===== config.mk =====
export PLATFORM = sky130hd
export DESIGN_NAME = hotplug_status_regs
export DESIGN_NICKNAME = d
export VERILOG_FILES = /design/src/rtl/hotplug_status_regs.sv
export SDC_FILE = /design/constraint.sdc
export NUM_CORES = 1
export LEC_CHECK = 0
export CORE_MARGIN = 2
export CORE_UTILIZATION = 45
export CTS_CLUSTER_SIZE = 28
export DETAILED_ROUTE_END_ITERATION = 10
export MAX_ROUTING_LAYER = met4
export PLACE_DENSITY = 0.73
export SYNTH_ARGS = -nofsm -noshare
export SYNTH_HDL_FRONTEND = slang
export SYNTH_SLANG_ARGS = --single-unit

===== constraint.sdc =====
create_clock -name clk -period 5.7 [get_ports clk]
set_input_delay 0.57 -clock clk [delete_from_list [all_inputs] [get_ports clk]]
set_output_delay 0.57 -clock clk [all_outputs]
set_load 0.005 [all_outputs]

===== src/rtl/hotplug_status_regs.sv =====
module hotplug_status_regs #(
  parameter int NBUS = 4,
  parameter int IDXW = 14,
  localparam int BW = (NBUS > 1) ? $clog2(NBUS) : 1
) (
  input  logic               clk,
  input  logic               rst_n,
  input  logic               legacy,
  input  logic               sys_reset,
  input  logic               reg_wr,
  input  logic               reg_rd,
  input  logic [4:0]         reg_addr,
  input  logic [31:0]        reg_wdata,
  output logic               reg_rvalid,
  output logic [31:0]        reg_rdata,
  input  logic               hp_plug,
  input  logic               hp_unplug,
  input  logic [BW-1:0]      hp_bus,
  input  logic [4:0]         hp_slot,
  input  logic [NBUS*32-1:0] fixed_slots,
  output logic [BW-1:0]      lk_bus,
  output logic [4:0]         lk_slot,
  input  logic [IDXW-1:0]    lk_index,
  output logic               event_pulse,
  output logic               ej_stb,
  output logic [BW-1:0]      ej_bus,
  output logic [4:0]         ej_slot
);

  function automatic logic [5:0] low_bit(input logic [31:0] v);
    low_bit = 6'd32;
    for (int i = 31; i >= 0; i--)
      if (v[i]) low_bit = 6'(i);
  endfunction

  logic [31:0]     up_q [NBUS];
  logic [31:0]     dn_q [NBUS];
  logic [31:0]     rm_q [NBUS];
  logic [31:0]     up_n [NBUS];
  logic [31:0]     dn_n [NBUS];
  logic [31:0]     rm_n [NBUS];
  logic [31:0]     sel_q;
  logic [IDXW-1:0] idx_q;
  logic            drain_q;
  logic [BW-1:0]   dbus_q;
  logic [31:0]     rdata_n;

  wire          aligned = (reg_addr[1:0] == 2'b00) && (reg_addr < 5'h18);
  wire [2:0]    word    = reg_addr[4:2];
  wire          acc_ok  = aligned && !drain_q;
  wire          do_wr   = reg_wr && acc_ok;
  wire          do_rd   = reg_rd && acc_ok;
  wire          sel_ok  = sel_q < 32'(NBUS);
  wire [BW-1:0] sbus    = sel_q[BW-1:0];
  wire [5:0]    wslot   = low_bit(reg_wdata);
  wire [5:0]    dslot   = low_bit(dn_q[dbus_q]);
  wire          ej_req  = do_wr && word == 3'd2 && sel_ok && !wslot[5];
  wire          drain_ej   = drain_q && !dslot[5];
  wire          drain_next = drain_q && dslot[5];
  wire          up_rdclr   = do_rd && word == 3'd0 && sel_ok && !legacy;

  assign lk_bus  = sbus;
  assign lk_slot = wslot[4:0];

  always_comb begin
    for (int b = 0; b < NBUS; b++) begin
      logic [31:0] clr;
      clr = '0;
      if (ej_req && sbus == BW'(b)) clr[wslot[4:0]] = 1'b1;
      if (drain_ej && dbus_q == BW'(b)) clr[dslot[4:0]] = 1'b1;
      up_n[b] = up_q[b] & ~clr;
      if (up_rdclr && sbus == BW'(b)) up_n[b] = '0;
      dn_n[b] = dn_q[b] & ~clr;
      if (hp_plug && hp_bus == BW'(b)) up_n[b][hp_slot] = 1'b1;
      if (hp_unplug && hp_bus == BW'(b)) dn_n[b][hp_slot] = 1'b1;
      rm_n[b] = rm_q[b];
      if (drain_next && dbus_q == BW'(b)) rm_n[b] = ~fixed_slots[b*32 +: 32];
    end
  end

  always_comb begin
    rdata_n = '0;
    if (do_rd && sel_ok) begin
      case (word)
        3'd0:    rdata_n = up_q[sbus];
        3'd1:    rdata_n = dn_q[sbus];
        3'd3:    rdata_n = rm_q[sbus];
        3'd4:    rdata_n = sel_q;
        3'd5:    rdata_n = 32'(idx_q);
        default: rdata_n = '0;
      endcase
    end
  end

  always_ff @(posedge clk or negedge rst_n) begin
    if (!rst_n) begin
      for (int b = 0; b < NBUS; b++) begin
        up_q[b] <= '0;
        dn_q[b] <= '0;
        rm_q[b] <= '0;
      end
    end else begin
      for (int b = 0; b < NBUS; b++) begin
        up_q[b] <= up_n[b];
        dn_q[b] <= dn_n[b];
        rm_q[b] <= rm_n[b];
      end
    end
  end

  always_ff @(posedge clk or negedge rst_n) begin
    if (!rst_n) begin
      drain_q <= 1'b1;
      dbus_q  <= '0;
    end else if (sys_reset) begin
      drain_q <= 1'b1;
      dbus_q  <= '0;
    end else if (drain_next) begin
      if (dbus_q == BW'(NBUS - 1)) drain_q <= 1'b0;
      else dbus_q <= dbus_q + BW'(1);
    end
  end

  always_ff @(posedge clk or negedge rst_n) begin
    if (!rst_n) begin
      sel_q <= '0;
      idx_q <= '0;
    end else begin
      if (do_wr && word == 3'd4) sel_q <= legacy ? 32'd0 : reg_wdata;
      if (do_wr)
        idx_q <= (word == 3'd5 && sel_ok && !wslot[5]) ? lk_index : '0;
      else if (do_rd && word == 3'd5 && sel_ok)
        idx_q <= '0;
    end
  end

  always_ff @(posedge clk or negedge rst_n) begin
    if (!rst_n) begin
      reg_rvalid  <= 1'b0;
      reg_rdata   <= '0;
      event_pulse <= 1'b0;
      ej_stb      <= 1'b0;
      ej_bus      <= '0;
      ej_slot     <= '0;
    end else begin
      reg_rvalid  <= reg_rd;
      reg_rdata   <= rdata_n;
      event_pulse <= hp_plug | hp_unplug;
      ej_stb      <= ej_req | drain_ej;
      ej_bus      <= drain_ej ? dbus_q : sbus;
      ej_slot     <= drain_ej ? dslot[4:0] : wslot[4:0];
    end
  end


  a_r2_plug_sets: assert property (@(posedge clk) disable iff (!rst_n)
    hp_plug |=> up_q[$past(hp_bus)][$past(hp_slot)]);

  a_r3_unplug_sets: assert property (@(posedge clk) disable iff (!rst_n)
    hp_unplug |=> dn_q[$past(hp_bus)][$past(hp_slot)]);

  a_r5_eject_reads_zero: assert property (@(posedge clk) disable iff (!rst_n)
    (reg_rvalid && $past(reg_addr) == 5'h08) |-> reg_rdata == 32'd0);

  a_r6_eject_clears_up: assert property (@(posedge clk) disable iff (!rst_n)
    (ej_stb && !($past(hp_plug) && $past(hp_bus) == ej_bus && $past(hp_slot) == ej_slot))
      |-> !up_q[ej_bus][ej_slot]);
  a_r6_eject_clears_dn: assert property (@(posedge clk) disable iff (!rst_n)
    (ej_stb && !($past(hp_unplug) && $past(hp_bus) == ej_bus && $past(hp_slot) == ej_slot))
      |-> !dn_q[ej_bus][ej_slot]);

  a_r7_bad_sel_reads_zero: assert property (@(posedge clk) disable iff (!rst_n)
    (reg_rvalid && $past(sel_q) >= 32'(NBUS)) |-> reg_rdata == 32'd0);

  a_r8_legacy_sel_zero: assert property (@(posedge clk) disable iff (!rst_n)
    ($past(reg_wr) && $past(legacy) && $past(reg_addr) == 5'h10) |-> sel_q == 32'd0);

  a_r10_drain_reads_zero: assert property (@(posedge clk) disable iff (!rst_n)
    (reg_rvalid && $past(drain_q)) |-> reg_rdata == 32'd0);

endmodule


**Yosys cells after proc, flatten, opt, wreduce, memory -nomap -nowiden**

Cells that the tools add are included.

- Register bits: 475
- Input port bits: 194
- Output and inout port bits: 49
- Logic and storage cells: 255

- Add/sub/neg operators: 1
- Order comparisons: 10
- Equality and inequality tests: 15
- Mux-type cells: 116
- Bitwise logic cells: 32
- Reduce and logical (&&, ||, !) cells: 59

Operators with widths:

| operator | number |
|---|---|
| $mux 32 | 30 |
| $mux 6 | 64 |
| $or 32x32->32 | 12 |
| $and 32x32->32 | 8 |
| $bmux 32 s2 | 4 |
| $not 32->32 | 8 |
| $pmux 32 s5 | 1 |
| $logic_and 1x1->1 | 45 |
| $mux 14 | 3 |
| $lt 32x3->1 const B | 1 |
| $lt 5x6->1 const B | 3 |
| $demux 1 s5 | 3 |
| $ge 5x1->1 const B | 3 |
| $eq 2x2->1 const B | 6 |
| $logic_not 2->1 | 4 |
| $mux 2 | 4 |
| $eq 2x1->1 const B | 3 |
| $eq 3x2->1 const B | 2 |
| $eq 3x3->1 const B | 2 |
| $ge 3x3->1 const B | 2 |
| $mux 1 | 6 |
| $not 2->3 | 2 |
| $reduce_bool 2->1 | 3 |
| $lt 5x5->1 const B | 1 |
| 8 further kinds | 13 |

**Logic depth before layout (Yosys ltp)**

- Depth in word-level cells: 47
- Mapped depth: 13
- Depth with buffers taken out: 9

**Least setup slack after synthesis**

OpenSTA, ideal clock, no wires.

- Path type: reg-to-reg
- From: register dbus_q[1]
- To: register dn_q[81] (netlist bit)
- Setup time: 0.141 ns
- Data arrival time: 3.212 ns
- Data required time: 5.559 ns
- Path slack: 2.347 ns
- Stages on the path, launching flop included: 13
- Path buffers: 5
- Clock period less this slack: 3.353 ns
- Path through: dfrtp_1 > buf_2 > buf_2 > clkbuf_1 > mux4_2 > or3_1 > a211oi_2 > o21ai_1 > a2111o_1 > buf_2 > buf_2 > o32ai_2 > o22ai_1

RTL lines:

| element | RTL line | RTL |
|---|---|---|
| start, declared | 45 | `logic [BW-1:0] dbus_q;` |
| start signal, assigned | 120 | `else dbus_q <= dbus_q + BW'(1);` |
| end signal, assigned by index | 105 | `dn_q[b] <= dn_n[b];` |
| end, declared | 37 | `logic [31:0] dn_q [NBUS];` |

==> key figures <==
Route
  – Routed vias/inst: 6.84
  – Drt first pass iters: 11
  – 1st-iter DRT viols: 3288
  – ANT nets after route: 0
  – Wire length per cell: 29.0 um
  – DRC: 0
  – Via count: 22425
  – Final wirelength: 95000 um

Clock tree
  – CTS H-Tree Depth: 2
  – CTS Buffer Depth: 3
  – Root buffer cell: clkbuf_16
  – Worst skew pair latency: 0.65 ns
  – Post-cts resize count: 0
  – Num CTS Buffers: 51
  – CTS sink cnt: 475
  – CTS tree: yes
  – Clock Pin Slew Worst Setup and Hold Paths: 0.06 ns

Synthesis
  – Synth Warn #: 0
  – Number of synthesized flops with an enable pin: 0
  – Synth unique cells: 80
  – Syn_nets: 2572
  – FFs w/ async S/R, synth: 1.00
  – Mapped Cells: 2374
  – Syn Area/Cell: 10.3 um2
  – Synthesized area: 24400 um2
  – Synth Flop Type: dfrtp_1
  – Post-synthesis sequential area ratio: 0.487
  – FF+latch count, synth: 475

Floorplanning
  – I/O pin cnt: 243
  – CORE AREA: 53700 um2
  – # rows: 85
  – Die width: 237 um
  – Die Y: 237 um
  – Initial Util: 0.454
  – Die Area: 56100 um2

Worst setup path
  – Top fanout value on the critical path: 36
  – Setup crit start kind: flip-flop
  – Critical Path AT: 5.02 ns
  – Worst Setup End Kind: flip-flop
  – Crit Path Category: flip-flop to flip-flop
  – Crit path required time: 6.16 ns

Status
  – Outcome: finished, final reports clean

Hold path
  – Hold crit path type: input pin to flip-flop

Placed design
  – Post-DP HPWL: 64800 um
  – Final GP Congestion: 1.06
  – I/O Buffers: 242
  – Placed cell count: 3180
  – Pre-CTS setup slack: 1.04 ns

Timing
  – Setup Viol. Count Final: 0
  – Setup TNS Final: 0 ns
  – Worst slew margin: 0.0613
  – RSZ-0062 raised after global routing: false
  – Fin crit share: 0.800
  – Hold Vio Cnt, Final: 0
  – Final Max Slew Viols: 0
  – Hold WS: 0.455 ns
  – Peak Freq: 0.219 GHz
  – Min Tclk post-route: 4.56 ns
  – Final worst setup slack: 1.14 ns
  – Clock Skews: 0.0337 ns
  – Actual slew at the worst max-slew pin: 1.41 ns

Finish
  – # fillers: 4449
  – Commonest non-fill, non-tap cells in the layout: 470 x dfrtp_1, 300 x nand2_1, 260 x nor2_1
  – FF+latch area: 11900 um2
  – Commonest non-fill, non-tap cell in the layout: dfrtp_1
  – Share of post-route cells with drive strength above 1: 0.128
  – Fin nets: 2736
  – Finished Layout Cells: 3280
  – Multi-input gate area: 11400 um2
  – Area grow syn2layout: 19.8%

Global routing
  – Global route total overflow: 0
  – First-pass GRT wire length: 141000 um
  – Vias in the first global route: 22145
  – Total track usage: 0.345
  – Initial antenna violation count: 5
  – Largest net degree at the start of global routing: 166

Job
  – MaxCap Viol Count: 0

Power
  – VDD IR max: 672 uV
  – Pwr dens: 471 nW/um2
  – Total power draw: 13800 uW
  – Leakage power: 0.0112 uW
==> kinds of logic (layout without fill, tap and decap cells) <==
| group | count (synthesis) | in the layout | share of synthesized area |
|---|---|---|---|
| XOR/XNOR | 1 | 1 | 0.000359 |
| AO/OA/AOI/OAI | 702 | 702 | 0.192 |
| flip-flops | 475 | 475 | 0.487 |
| AND/OR/NAND/NOR | 773 | 773 | 0.142 |
| buffers and inverters | 275 | 480 | 0.0474 |
| other | 0 | 5 | 0 |
| multiplexers | 144 | 144 | 0.129 |
| adder cells (fa/ha/maj) | 4 | 4 | 0.00205 |
==> flip-flops by register name (all words and copies together), names as in the netlist, 5 cells and up <==
| register | count |
|---|---|
| dn_q | 128 |
| rm_q | 128 |
| up_q | 128 |
| reg_rdata | 32 |
| sel_q | 32 |
| idx_q | 14 |
| ej_slot | 5 |
==> routing by layer <==
metal | up-vias | GRT usage | part of all wire
li1 | 9118 | - | -
met3 | 489 | 0.134 | 0.15
met1 | 10973 | 0.421 | 0.35
met5 | - | - | 0
met4 | 0 | 0.184 | 0.065
met2 | 1845 | 0.496 | 0.43
==> critical path: stages, from the launching register on <==
cell       delay (ns)
dfrtp_2          1.15
mux4_2           0.53
nor4_1           0.63
o2111ai_1        0.29
and3_1           0.73
nor2_4           0.66
o2bb2ai_1        0.26
o22ai_1          0.12
==> synth_stat cells (30+ instances only) <==
library cell,number,area [um2]
a22o_1,56,490
clkbuf_1,111,417
o22ai_1,208,1300
nor2_1,260,976
nand2b_1,37,231
mux4_2,135,3040
inv_1,94,353
buf_2,30,150
dfrtp_1,474,11900
o21ai_0,102,510
a21oi_1,168,841
nand2_1,300,1130
==> report_power, final <==
part           total, uW  switching (uW)  internal (uW)
Combinational       5630            3850           1780
Clock               3730            1490           2240
Sequential          4410             409           4000
==> repair_timing <==
action / CTS / global route
hold buffers: 1 / 0
endpoints found under the hold margin: 73 / 0
setup buffers: 0 / 0
setup endpoints to repair: 0 / 0
==> worst paths after layout <==
check | startpoint | to | slack, ns | depth (start not counted)
max | dbus_q[1] | dn_q[117] | 1.14 | 7
max reg2reg | dbus_q[1] | dn_q[117] | 1.14 | 7
min in group asynchronous | rst_n | sel_q[8] | 0.48 | 2
min | reg_rd | reg_rvalid | 0.45 | 1
min reg2reg | rm_q[63] | rm_q[63] | 0.50 | 2
max in group asynchronous | rst_n | rm_q[71] | 3.84 | 3
==> through the flow <==
step | area (um2) | utilization
after floorplan | 24400 | -
final | 29200 | 0.544
after global placement | 27400 | 0.509
after detailed placement | 27400 | 0.509
after CTS | 29200 | 0.544
after global routing | 29200 | 0.544
==> layout make-up <==
cell class	count	share of cell area
inverters	95	0.0122
clock inverters	28	0.0160
repair buffers	291	0.0974
multi-input cells	1624	0.390
well taps	696	0.0298
diodes	5	0.000428
flip-flops and latches	475	0.407
clock buffers	66	0.0476
Note: power is estimated with default switching activity, not from simulation.
